[config.mk]
export PLATFORM = sky130hd
export DESIGN_NAME = sdrd_token_parser
export DESIGN_NICKNAME = d
export VERILOG_FILES = /design/src/rtl/sdrd_pkg.sv /design/src/rtl/sdrd_classify.sv /design/src/rtl/sdrd_count.sv /design/src/rtl/sdrd_token_parser.sv
export SDC_FILE = /design/constraint.sdc
export NUM_CORES = 1
export LEC_CHECK = 0
export ABC_AREA = 0
export ABC_CLOCK_PERIOD_IN_PS = 4300
export BUFFER_PORTS_ARGS = -buffer_cell sky130_fd_sc_hd__buf_4
export CORE_ASPECT_RATIO = 1.4
export CORE_MARGIN = 1.5
export CORE_UTILIZATION = 30
export DETAILED_ROUTE_END_ITERATION = 8
export GPL_TIMING_DRIVEN = 0
export PLACE_DENSITY_LB_ADDON = 0.2
export SLEW_MARGIN = 30
export SYNTH_ARGS = -nofsm -noshare
export SYNTH_HDL_FRONTEND = slang
export SYNTH_HIERARCHICAL = 1
export SYNTH_SLANG_ARGS = --single-unit
[constraint.sdc]
create_clock -name clk -period 4.3 [get_ports clk]
set_clock_uncertainty 0.15 [all_clocks]
set_input_delay 0.645 -clock clk [delete_from_list [all_inputs] [get_ports clk]]
set_output_delay 0.645 -clock clk [all_outputs]
set_load 0.05 [all_outputs]
[src/rtl/sdrd_pkg.sv]
package sdrd_pkg;

    typedef enum logic [2:0] {
        ST_IDLE,
        ST_R1,
        ST_TOK,
        ST_DATA,
        ST_CRC
    } st_e;

    typedef enum logic [2:0] {
        RC_OK     = 3'd0,
        RC_R1ERR  = 3'd1,
        RC_TOKERR = 3'd2,
        RC_PROTO  = 3'd3,
        RC_R1TMO  = 3'd4,
        RC_TOKTMO = 3'd5
    } rc_e;

    localparam logic [7:0] BYTE_IDLE = 8'hFF;
    localparam logic [7:0] BYTE_DTOK = 8'hFE;

    typedef struct packed {
        logic msb_set;   // skipped while waiting for the response
        logic idle;      // exactly 0xFF
        logic resp;      // bit 7 clear
        logic data_tok;  // 0xFE
        logic err_tok;   // 0x01..0x0F
    } cls_t;

    function automatic cls_t classify(input logic [7:0] b);
        cls_t c;
        c.msb_set  = b[7];
        c.idle     = (b == BYTE_IDLE);
        c.resp     = !b[7];
        c.data_tok = (b == BYTE_DTOK);
        c.err_tok  = (b[7:4] == 4'h0) && (b[3:0] != 4'h0);
        return c;
    endfunction

endpackage

[src/rtl/sdrd_classify.sv]
module sdrd_classify
    import sdrd_pkg::*;
(
    input  logic [7:0] byte_in,
    output cls_t       cls
);
    always_comb cls = classify(byte_in);
endmodule

[src/rtl/sdrd_count.sv]
module sdrd_count #(
    parameter int W = 8
) (
    input  logic         clk,
    input  logic         rst,
    input  logic         clr,
    input  logic         inc,
    input  logic [W-1:0] limit,
    output logic         hit,
    output logic [W-1:0] cnt
);
    logic [W:0] nxt;

    always_comb begin
        nxt = {1'b0, cnt} + 1'b1;
        hit = inc && (nxt >= {1'b0, limit});
    end

    always_ff @(posedge clk) begin
        if (rst || clr) cnt <= '0;
        else if (inc)   cnt <= nxt[W-1:0];
    end
endmodule

[src/rtl/sdrd_token_parser.sv]
module sdrd_token_parser
    import sdrd_pkg::*;
#(
    parameter int BLOCK_BYTES = 512,
    parameter int CRC_BYTES   = 2,
    parameter int TMO_W       = 16
) (
    input  logic             clk,
    input  logic             rst,
    input  logic             start,
    input  logic             multi,
    input  logic             rx_valid,
    input  logic [7:0]       rx_byte,
    input  logic [TMO_W-1:0] r1_limit,
    input  logic [TMO_W-1:0] tok_limit,
    output logic             r1_valid,
    output logic [7:0]       r1_byte,
    output logic             dout_valid,
    output logic [7:0]       dout,
    output logic             dout_crc,
    output logic             done,
    output logic [2:0]       done_code,
    output logic [3:0]       err_flags,
    output logic             timeout
);
    localparam int PW = $clog2(BLOCK_BYTES + 1);
    localparam logic [PW-1:0] BLK_LIM = PW'(BLOCK_BYTES);
    localparam logic [PW-1:0] CRC_LIM = PW'(CRC_BYTES);

    st_e  st;
    cls_t cls;
    logic blk_seen;

    sdrd_classify u_cls (.byte_in(rx_byte), .cls(cls));

    // wait counter, shared by the response wait and the token wait
    logic             w_clr, w_inc, w_hit;
    logic [TMO_W-1:0] w_lim, w_cnt;
    always_comb begin
        w_clr = !(st == ST_R1 || st == ST_TOK) || (st == ST_R1 && rx_valid && cls.resp);
        w_inc = rx_valid && ((st == ST_R1 && cls.msb_set) || (st == ST_TOK && cls.idle));
        w_lim = (st == ST_R1) ? r1_limit : tok_limit;
    end
    sdrd_count #(.W(TMO_W)) u_wait (
        .clk(clk), .rst(rst), .clr(w_clr), .inc(w_inc),
        .limit(w_lim), .hit(w_hit), .cnt(w_cnt)
    );

    // block byte counter, shared by payload and CRC phases
    logic          p_clr, p_inc, p_hit;
    logic [PW-1:0] p_lim, p_cnt;
    always_comb begin
        p_inc = rx_valid && (st == ST_DATA || st == ST_CRC);
        p_clr = !(st == ST_DATA || st == ST_CRC) || p_hit;
        p_lim = (st == ST_DATA) ? BLK_LIM : CRC_LIM;
    end
    sdrd_count #(.W(PW)) u_blk (
        .clk(clk), .rst(rst), .clr(p_clr), .inc(p_inc),
        .limit(p_lim), .hit(p_hit), .cnt(p_cnt)
    );

    always_ff @(posedge clk) begin
        if (rst) begin
            st         <= ST_IDLE;
            blk_seen   <= 1'b0;
            r1_valid   <= 1'b0;
            r1_byte    <= '0;
            dout_valid <= 1'b0;
            dout       <= '0;
            dout_crc   <= 1'b0;
            done       <= 1'b0;
            done_code  <= RC_OK;
            err_flags  <= '0;
            timeout    <= 1'b0;
        end else begin
            r1_valid   <= 1'b0;
            dout_valid <= 1'b0;
            dout_crc   <= 1'b0;
            done       <= 1'b0;
            unique case (st)
                ST_IDLE: if (start) begin
                    st        <= ST_R1;
                    blk_seen  <= 1'b0;
                    done_code <= RC_OK;
                    err_flags <= '0;
                    timeout   <= 1'b0;
                end
                ST_R1: if (rx_valid) begin
                    if (cls.resp) begin
                        r1_valid <= 1'b1;
                        r1_byte  <= rx_byte;
                        if (rx_byte != 8'h00) begin
                            st <= ST_IDLE; done <= 1'b1; done_code <= RC_R1ERR;
                        end else begin
                            st <= ST_TOK;
                        end
                    end else if (w_hit) begin
                        st <= ST_IDLE; done <= 1'b1; done_code <= RC_R1TMO; timeout <= 1'b1;
                    end
                end
                ST_TOK: if (blk_seen && !multi) begin
                    st <= ST_IDLE; done <= 1'b1; done_code <= RC_OK;
                end else if (rx_valid) begin
                    if (cls.idle) begin
                        if (w_hit) begin
                            st <= ST_IDLE; done <= 1'b1; done_code <= RC_TOKTMO; timeout <= 1'b1;
                        end
                    end else if (cls.data_tok) begin
                        st <= ST_DATA;
                    end else if (cls.err_tok) begin
                        st <= ST_IDLE; done <= 1'b1; done_code <= RC_TOKERR;
                        err_flags <= rx_byte[3:0];
                    end else begin
                        st <= ST_IDLE; done <= 1'b1; done_code <= RC_PROTO;
                    end
                end
                ST_DATA: if (rx_valid) begin
                    dout       <= rx_byte;
                    dout_valid <= 1'b1;
                    if (p_hit) st <= ST_CRC;
                end
                ST_CRC: if (rx_valid) begin
                    dout       <= rx_byte;
                    dout_valid <= 1'b1;
                    dout_crc   <= 1'b1;
                    if (p_hit) begin
                        if (multi) begin
                            st <= ST_TOK; blk_seen <= 1'b1;
                        end else begin
                            st <= ST_IDLE; done <= 1'b1; done_code <= RC_OK;
                        end
                    end
                end
                default: st <= ST_IDLE;
            endcase
        end
    end

    // a captured response always has bit 7 clear
    a_r1_resp_msb: assert property (@(posedge clk) disable iff (rst)
        r1_valid |-> !r1_byte[7]);
    // CRC marking only accompanies a forwarded byte
    a_r4_crc_with_valid: assert property (@(posedge clk) disable iff (rst)
        dout_crc |-> dout_valid);
    // block counter stays inside the block
    a_r4_blk_bound: assert property (@(posedge clk) disable iff (rst)
        p_cnt < BLK_LIM);
    // nothing is produced in the cycle after a transaction ends
    a_r11_quiet_after_done: assert property (@(posedge clk) disable iff (rst)
        done |=> (!dout_valid && !r1_valid && !done));
    // the timeout flag goes only with a timeout code
    a_r8_timeout_code: assert property (@(posedge clk) disable iff (rst)
        timeout |-> (done_code == RC_R1TMO || done_code == RC_TOKTMO));
    // error flags are non-zero only for an error token
    a_r5_flags_code: assert property (@(posedge clk) disable iff (rst)
        (err_flags != 4'h0) |-> (done_code == RC_TOKERR));
    // result code held while no transaction ends or starts
    a_r12_code_hold: assert property (@(posedge clk) disable iff (rst)
        (st != ST_IDLE && !done) |=> (done || $stable(done_code)));
endmodule

* Word-level counts from Yosys, hierarchy flattened
Index checks and enable logic that the tools add are counted.
Word-level totals: flip-flop bits (word level) 57, input bits 45, word-level logic and storage cells 153
Operators by class: add/sub/neg operators 2, $lt $le $gt $ge 2, equality and inequality tests 26, muxes and demuxes 65, bitwise logic cells 5, reduce and logical (&&, ||, !) cells 40
Operator list (count):
- $mux W3 | 24
- $ne A2 B2 Y1 const B | 15
- $mux W1 | 24
- $mux W4 | 6
- $reduce_and A7 Y1 | 3
- $add A16 B1 Y17 const B | 1
- $ge A17 B16 Y1 | 1
- $eq A8 B8 Y1 const B | 2
- $mux W16 | 1
- $pmux W3 S5 | 1
- $pmux W3 S4 | 1
- $add A10 B1 Y11 const B | 1
- $ge A11 B10 Y1 | 1
- $reduce_and A11 Y1 | 1
- $logic_and A1 B1 Y1 | 10
- $mux W10 | 1
- $ne A3 B2 Y1 const B | 3
- $pmux W4 S2 | 1
- $reduce_bool A4 Y1 | 2
- $reduce_bool A8 Y1 | 1
- $logic_or A1 B1 Y1 | 7
- $eq A3 B2 Y1 const B | 2
- $mux W2 | 3
- $pmux W1 S3 | 2
- 16 further kinds | 26

* Depth between registers and ports, before layout
Gate-level depths: netlist of the first run.
depth after elaboration 10, depth in mapped cells 16, mapped depth without buffers 15

* Cells and area by module
Netlist of the first run, hierarchy kept.
By module, submodules not included:
- sdrd_token_parser | instances 1, cells each 208, area an instance 1766.7 µm², sequential area each 640.6 µm²
- sdrd_count (u_wait) | instances 1, cells each 166, area an instance 1371.3 µm², sequential area each 320.3 µm²
- sdrd_count (u_blk) | instances 1, cells each 100, area an instance 830.8 µm², sequential area each 200.2 µm²
- sdrd_classify | instances 1, cells each 10, area an instance 53.8 µm², sequential area each 0.0 µm²

* Worst setup path after synthesis of the first run
OpenSTA, ideal clock, no wires.
path type flip-flop to flip-flop, from register st[0], to register done_code[0], arrival time 3417 ps, required time 4059 ps, setup slack 643 ps, cell stages (with the launch flop) 16, path buffers 2, period minus slack after synthesis 3657 ps, path through dfxtp_1 -> buf_2 -> nor3b_2 -> clkbuf_1 -> mux2_2 -> inv_1 -> ha_1 -> a21o_1 -> a21o_1 -> a2111oi_0 -> o2bb2ai_1 -> nor3_1 -> nand4_1 -> and3_1 -> and2_4 -> a311oi_1
On the way: elaborated cells between the ends (all ways) 30, classes of those cells order compare (2); eq/ne (14); mux (3); reduce/logical (11)
RTL lines:
- start, declared | RTL line sdrd_token_parser.sv:30 | st_e st;
- start signal, assigned | RTL line sdrd_token_parser.sv:64 | st <= ST_IDLE;
- start signal, assigned | RTL line sdrd_token_parser.sv:82 | st <= ST_R1;
- start signal, assigned | RTL line sdrd_token_parser.sv:93 | st <= ST_IDLE; done <= 1'b1; done_code <= RC_R1ERR;
- $eq A3 B1 Y1 * | RTL line sdrd_token_parser.sv:42 | w_lim = (st == ST_R1) ? r1_limit : tok_limit;
- $mux W16 * | RTL line sdrd_token_parser.sv:42
- via w_lim[7] | RTL line sdrd_token_parser.sv:38 | logic [TMO_W-1:0] w_lim, w_cnt;
- $ge A17 B16 Y1 * | RTL line sdrd_count.sv:16 | hit = inc && (nxt >= {1'b0, limit});
- $logic_and A1 B1 Y1 * | RTL line sdrd_count.sv:16
- via w_hit | RTL line sdrd_token_parser.sv:37 | logic w_clr, w_inc, w_hit;
- $ne A4 B2 Y1 (no line) or $ne A3 B2 Y1 (tied branches)
- $reduce_and A11 Y1 (no line) *
- end signal, assigned | RTL line sdrd_token_parser.sv:72 | done_code <= RC_OK;
- end signal, assigned | RTL line sdrd_token_parser.sv:84 | done_code <= RC_OK;
- end signal, assigned | RTL line sdrd_token_parser.sv:93
- end, declared | RTL line sdrd_token_parser.sv:22 | output logic [2:0] done_code,
Mark *: on every way through the listed nets, which the timed path passes. The rest lies on a longest branch. A chain may end at the register's enable or synchronous reset.

* Final worst setup path of the first run
Ends and elaborated chain as after synthesis.

==> results.py, run 1 <==
metrics = {
    "yosys": {
        "ys_ff_latch": 58,
        "yosysTopAreaCellShare_pct": 28.9,
        "ys_warn_count": 6,
        "yosysUniqueCellTypes": 61,
        "async_reset_ff_share_pct": 0,
        "syn_area_per_cell_um2": 8.31,
        "yosysSeqAreaShare_pct": 28.9,
        "syn_inst": 484,
        "netlist_top_cells_count": "58 x dfxtp_1, 58 x nor2_1, 38 x nand3_1",
        "syn-cell-area_um2": 4020,
        "synth_edf_count": 0,
        "synth_flop_cell": "dfxtp_1",
        "yosys-top-cells-area": "dfxtp_1 29%, ha_1 8.7%, nor2_1 5.4%",
        "synth_top_area_cell": "dfxtp_1",
    },
    "global_route": {
        "grt_overflow": 0,
        "grt_pass1_wl_mm": 16.9,
        "grt_pass1_vias": 3572,
        "grt_max_degree": 11,
        "track_usage_pct": 15.2,
        "antenna_found_initial": 0,
    },
    "timing": {
        "fin_crit_sh_pct": 91.9,
        "setup_viol": 0,
        "hold_viol": 0,
        "clock.fmax_mhz": 253,
        "rsz0062_at_grt": "false",
        "slew_headroom_pct": 64.3,
        "holdWs_ns": 0.311,
        "tightestPinTransition_ns": 0.536,
        "period_minus_slack_ns": 3.95,
        "maxSlewViolCount": 0,
    },
    "worst_setup_path": {
        "critPathMaxFanout": 10,
        "critPathKind": "reg2reg",
        "r2r_start": "st[0]",
        "required_ns": 4.38,
        "worstSetupStartpointType": "flip-flop",
        "end_kind": "flip-flop",
        "crit_start": "st[0]",
        "cp.arrival_ns": 4.03,
    },
    "routing": {
        "drc": 0,
        "dr.pass1.iters": 4,
        "wl_per_cell_um": 13.5,
        "via_per_inst": 4.79,
        "num_vias": 3639,
        "drt_iter0_drc": 126,
        "totalWireLength_mm": 10.2,
        "drtAntennaViolNets": 0,
    },
    "placement": {
        "port_buffers": 72,
        "place_inst": 741,
        "post-dp-hpwl_mm": 8.03,
        "place_congestion": 0.909,
        "place_area_um2": 4810,
    },
    "clock_network": {
        "cts_tree": "done",
        "clock_path_buffers": 2,
        "numCtsBuffers": 9,
        "cts_root_buf": "clkbuf_16",
        "clock_latency_ns": 0.32,
        "h-tree-depth": 3,
        "cts.sinks": 58,
        "cts.clk_slew.worst_paths_ns": 0.05,
    },
    "floorplan": {
        "die_area_um2": 14100,
        "ioPinCount": 73,
        "die_w_um": 101,
        "core-area_um2": 13000,
        "die_y_um": 140,
        "rows": 49,
        "initial_core_util_pct": 30.9,
    },
    "pwr": {
        "leakagePower_uw": 0.00229,
        "ir_drop_mv": 0.174,
        "p_per_area_nw_per_um2": 294,
    },
    "cells_and_area": {
        "utilization_pct": 40.0,
        "final_area_um2": 5200,
        "drive_gt1_share_pct": 25.4,
        "diodes": 0,
        "nFillCells": 1397,
        "area.growth.synth_to_final_pct": 29.2,
        "nets": 650,
        "multi_input_area_um2": 2630,
        "regArea_um2": 1160,
        "instances_no_fill": 760,
    },
    "job": {
        "maxCapViolations": 0,
    },
    "min_path": {
        "hold_class": "reg2reg",
        "min_from": "dout[1]",
    },
    "run_status": {
        "status": "finished clean",
    },
}
[stage by stage]
step	TNS (ns)	power, uW	setup slack [ns]
global route	0	1600	0.0112
floorplan	0	688	0.643
CTS	0	1540	0.0547
global placement	-2.22	761	-0.548
detailed placement	-2.62	764	-0.627
finish	0	1530	0.348
[power breakdown]
group | internal [uW] | switching (uW)
registers | 545 | 3.34
clock network | 520 | 245
logic | 102 | 112
total | 1170 | 360
[area by class of cell]
cell class,count,area share (%)
Multi-Input combinational cell,373,50.7
Tap cell,178,4.29
Inverter,32,2.31
Buffer,28,3.37
Clock inverter,5,1.49
Sequential cell,58,22.3
Timing Repair Buffer,75,10.8
Clock buffer,11,4.67
[critical path: stages, from the launching register on]
cell,delay (ns)
dfxtp_1,0.30
buf_2,0.18
nor3b_4,0.32
buf_4,0.26
mux2_2,0.35
inv_1,0.06
ha_1,0.14
a21o_1,0.11
a21o_1,0.20
a31oi_1,0.09
or4_1,0.53
o2bb2ai_2,0.25
nor2_1,0.11
a22oi_1,0.25
o221a_4,0.24
a21oi_1,0.07
a311oi_1,0.24
[cells by family after synthesis]
| family | share of synthesized area [%] |
|---|---|
| AO/OA/AOI/OAI | 9.36 |
| XOR/XNOR | 10.0 |
| adder cells (fa/ha/maj) | 8.71 |
| buffers and inverters | 7.09 |
| flip-flops | 28.9 |
| multiplexers | 8.21 |
| other | 0.0932 |
| AND/OR/NAND/NOR | 27.7 |
[placed cells by master, fill, tap and decap left out, types with 5 or more instances in the layout]
cell type,n
ha_1,28
nand2b_1,11
o21ai_0,6
buf_4,81
xor2_1,24
buf_2,8
xnor2_1,22
a21oi_1,20
mux2_2,16
buf_6,5
mux2i_1,15
conb_1,8
and3_1,8
nor3_1,6
clkbuf_16,9
inv_1,31
nand4_1,13
nand3_1,38
nor2_1,58
dfxtp_1,58
clkbuf_1,10
nand2_1,32
[registers in the layout, summed over array words and instances (netlist names)]
signal,cells
blk_seen,1
done,1
done_code,3
dout,8
dout_crc,1
dout_valid,1
err_flags,4
r1_byte,8
r1_valid,1
st,3
timeout,1
u_blk/cnt,10
u_wait/cnt,16
[final timing paths]
path / end / slack (ns) / cells past startpoint
hold reg to reg: dout[1] / 0.31 / 2
setup / recovery: done_code[0] / 0.35 / 16
setup reg to reg: done_code[0] / 0.35 / 16
hold / removal: dout[1] / 0.31 / 2
[routing by layer]
layer	wire length (um)	global-route usage, %
met5	0	0
met4	257	5.78
met3	328	3.04
met2	5450	27.3
met1	4210	17.2
[what timing repair did]
action | 4_1_cts | 5_1_grt
hold buffers | 0 | 0
pin swaps | 0 | 1
setup buffers | 0 | 3
gates resized for setup | 5 | 6
endpoints found under the setup margin | 7 | 3
Power figures use the tool's default switching activity.
==> run 2, diff against run 1 <==
--- a/config.mk
+++ b/config.mk
@@ -9,11 +9,12 @@
 export ABC_CLOCK_PERIOD_IN_PS = 4300
 export BUFFER_PORTS_ARGS = -buffer_cell sky130_fd_sc_hd__buf_4
 export CORE_ASPECT_RATIO = 1.4
-export CORE_MARGIN = 1.5
+export CORE_MARGIN = 3
 export CORE_UTILIZATION = 30
 export DETAILED_ROUTE_END_ITERATION = 8
 export GPL_TIMING_DRIVEN = 0
 export PLACE_DENSITY_LB_ADDON = 0.2
+export SKIP_CTS_REPAIR_TIMING = 1
 export SLEW_MARGIN = 30
 export SYNTH_ARGS = -nofsm -noshare
 export SYNTH_HDL_FRONTEND = slang
==> run 2 against run 1 <==
Against the previous run: wire length is 4.1% higher; critical path depth stayed put; fmax is 0.73% lower; flip-flop and latch count stayed put; combinational power hardly changed; setup slack worse by 0.029 ns; critical endpoint is now done_code[2]; highest routed layer unchanged.
==> results.py, run 2 (synthesis gave the netlist of run 1 again) <==
metrics = {
    "cells_and_area": {
        "final_common_cell": "buf_4",
        "diodes": 0,
        "nets": 649,
        "final_area_um2": 5140,
        "final_cell_mix": "81 x buf_4, 58 x nor2_1, 58 x dfxtp_1",
        "drive_gt1_share_pct": 25.2,
        "nFillCells": 1394,
        "largest_reg_flops": 16,
        "largestRegisters": "u_wait/cnt x16, u_blk/cnt x10",
        "area.growth.synth_to_final_pct": 27.9,
        "largest-register": "u_wait/cnt",
    },
    "placement": {
        "place_congestion": 0.893,
        "place_area_um2": 4810,
        "post-dp-hpwl_mm": 8.30,
        "place_ws_ns": -0.598,
        "port_buffers": 72,
    },
    "clock_network": {
        "numCtsBuffers": 9,
        "clock_path_buffers": 2,
        "cts_root_buf": "clkbuf_16",
        "clock_latency_ns": 0.33,
        "cts_tree": "done",
        "h-tree-depth": 3,
        "cts.sinks": 58,
        "cts.clk_slew.worst_paths_ns": 0.05,
    },
    "global_route": {
        "grt_pass1_vias": 3690,
        "track_usage_pct": 14.4,
        "grt_pass1_wl_mm": 17.4,
        "grt_overflow": 0,
        "antenna_found_initial": 0,
        "grt_max_degree": 11,
    },
    "routing": {
        "drc": 0,
        "drtAntennaViolNets": 0,
        "totalWireLength_mm": 10.7,
        "num_vias": 3675,
        "wl_per_cell_um": 14.1,
        "dr.pass1.iters": 4,
        "drt_iter0_drc": 111,
        "via_per_inst": 4.85,
    },
    "floorplan": {
        "core-area_um2": 13000,
        "die_y_um": 143,
        "die_w_um": 104,
        "die_area_um2": 14900,
        "ioPinCount": 73,
        "rows": 49,
        "initial_core_util_pct": 30.9,
    },
    "timing": {
        "fin_crit_sh_pct": 92.6,
        "holdWs_ns": 0.313,
        "setup_viol": 0,
        "setup_ws_ns": 0.319,
        "period_minus_slack_ns": 3.98,
        "maxSlewViolCount": 0,
        "slew_headroom_pct": 66.3,
        "tightestPinTransition_ns": 0.506,
        "clock.fmax_mhz": 251,
        "setup-tns-final_ns": 0,
        "hold_viol": 0,
    },
    "worst_setup_path": {
        "crit_end": "done_code[2]",
        "end_kind": "flip-flop",
        "ff2ff_path_depth": 16,
        "required_ns": 4.38,
        "critPathMaxFanout": 10,
        "critPathKind": "reg2reg",
        "cp.arrival_ns": 4.06,
        "crit_start": "st[0]",
        "worstSetupStartpointType": "flip-flop",
        "r2r_start": "st[0]",
        "worst_r2r_endpoint": "done_code[2]",
        "r2r_setup_slack_ns": 0.32,
    },
    "pwr": {
        "leakagePower_uw": 0.00226,
        "ir_drop_mv": 0.171,
        "p_per_area_nw_per_um2": 279,
    },
    "job": {
        "maxCapViolations": 0,
    },
    "run_status": {
        "status": "finished clean",
    },
    "min_path": {
        "hold_class": "reg2reg",
    },
}
[run 2: cell count changes in the layout (fill, tap and decap cells not counted), sizes merged]
cell,before,now
buf,94,93
bufinv,2,0
clkbuf,20,21
clkinv,2,1
[run 2: metrics by stage]
step / total power, uW / utilization, % / cells
finish: 1430 / 39.6 / 757
global route: 1500 / 39.6 / 757
CTS: 1450 / 39.2 / 755
detailed placement: 765 / 37.0 / 741
global placement: 762 / 37.0 / 741
floorplan: 688 / - / 491
[run 2: worst min-delay path by stage]
stage                       startpoint            to  slack [ns]  cells after the start
after floorplan               blk_seen      blk_seen        0.31                      2
after global placement         dout[4]       dout[4]        0.30                      2
after detailed placement       dout[4]       dout[4]        0.30                      2
after CTS                      dout[4]       dout[4]        0.31                      2
after global routing           dout[1]       dout[1]        0.32                      2
final                     done_code[1]  done_code[1]        0.31                      2
[run 2: cell type report]
class | instances | area (um2) | area share, %
buffer | 28 | 171 | 3.33
clock buffer | 12 | 267 | 5.18
inverter | 32 | 120 | 2.34
multi-input combinational | 373 | 2630 | 51.2
clock inverter | 2 | 12.5 | 0.243
sequential | 58 | 1160 | 22.6
tap | 178 | 223 | 4.33
timing repair buffer | 74 | 556 | 10.8
[run 2: worst max-delay path: stages (launching register included)]
cell	delay, ns
dfxtp_1	0.30
buf_2	0.19
nor3b_4	0.33
buf_4	0.26
mux2_2	0.36
inv_1	0.06
ha_1	0.15
a21o_1	0.11
a21o_1	0.19
a31oi_1	0.09
or4_1	0.55
o2bb2ai_2	0.26
nor2_1	0.11
a22oi_1	0.24
o221a_4	0.24
a21oi_1	0.07
a311oi_1	0.24
[run 2: metal layers]
metal | track usage [%] | vias to the layer above | wire, um
met1 | 15.2 | 1728 | 4250
met3 | 2.85 | 14 | 355
met5 | 0 | - | 0
met4 | 4.48 | 0 | 149
li1 | - | 1849 | -
met2 | 28.6 | 84 | 5910
[run 2: report_power, final]
group | leakage [uW] | internal [uW] | switching (uW) | total, uW
clock network | 0.000137 | 429 | 244 | 673
registers | 0.000468 | 545 | 3.59 | 548
logic | 0.00166 | 100 | 112 | 212
total | 0.00226 | 1070 | 360 | 1430
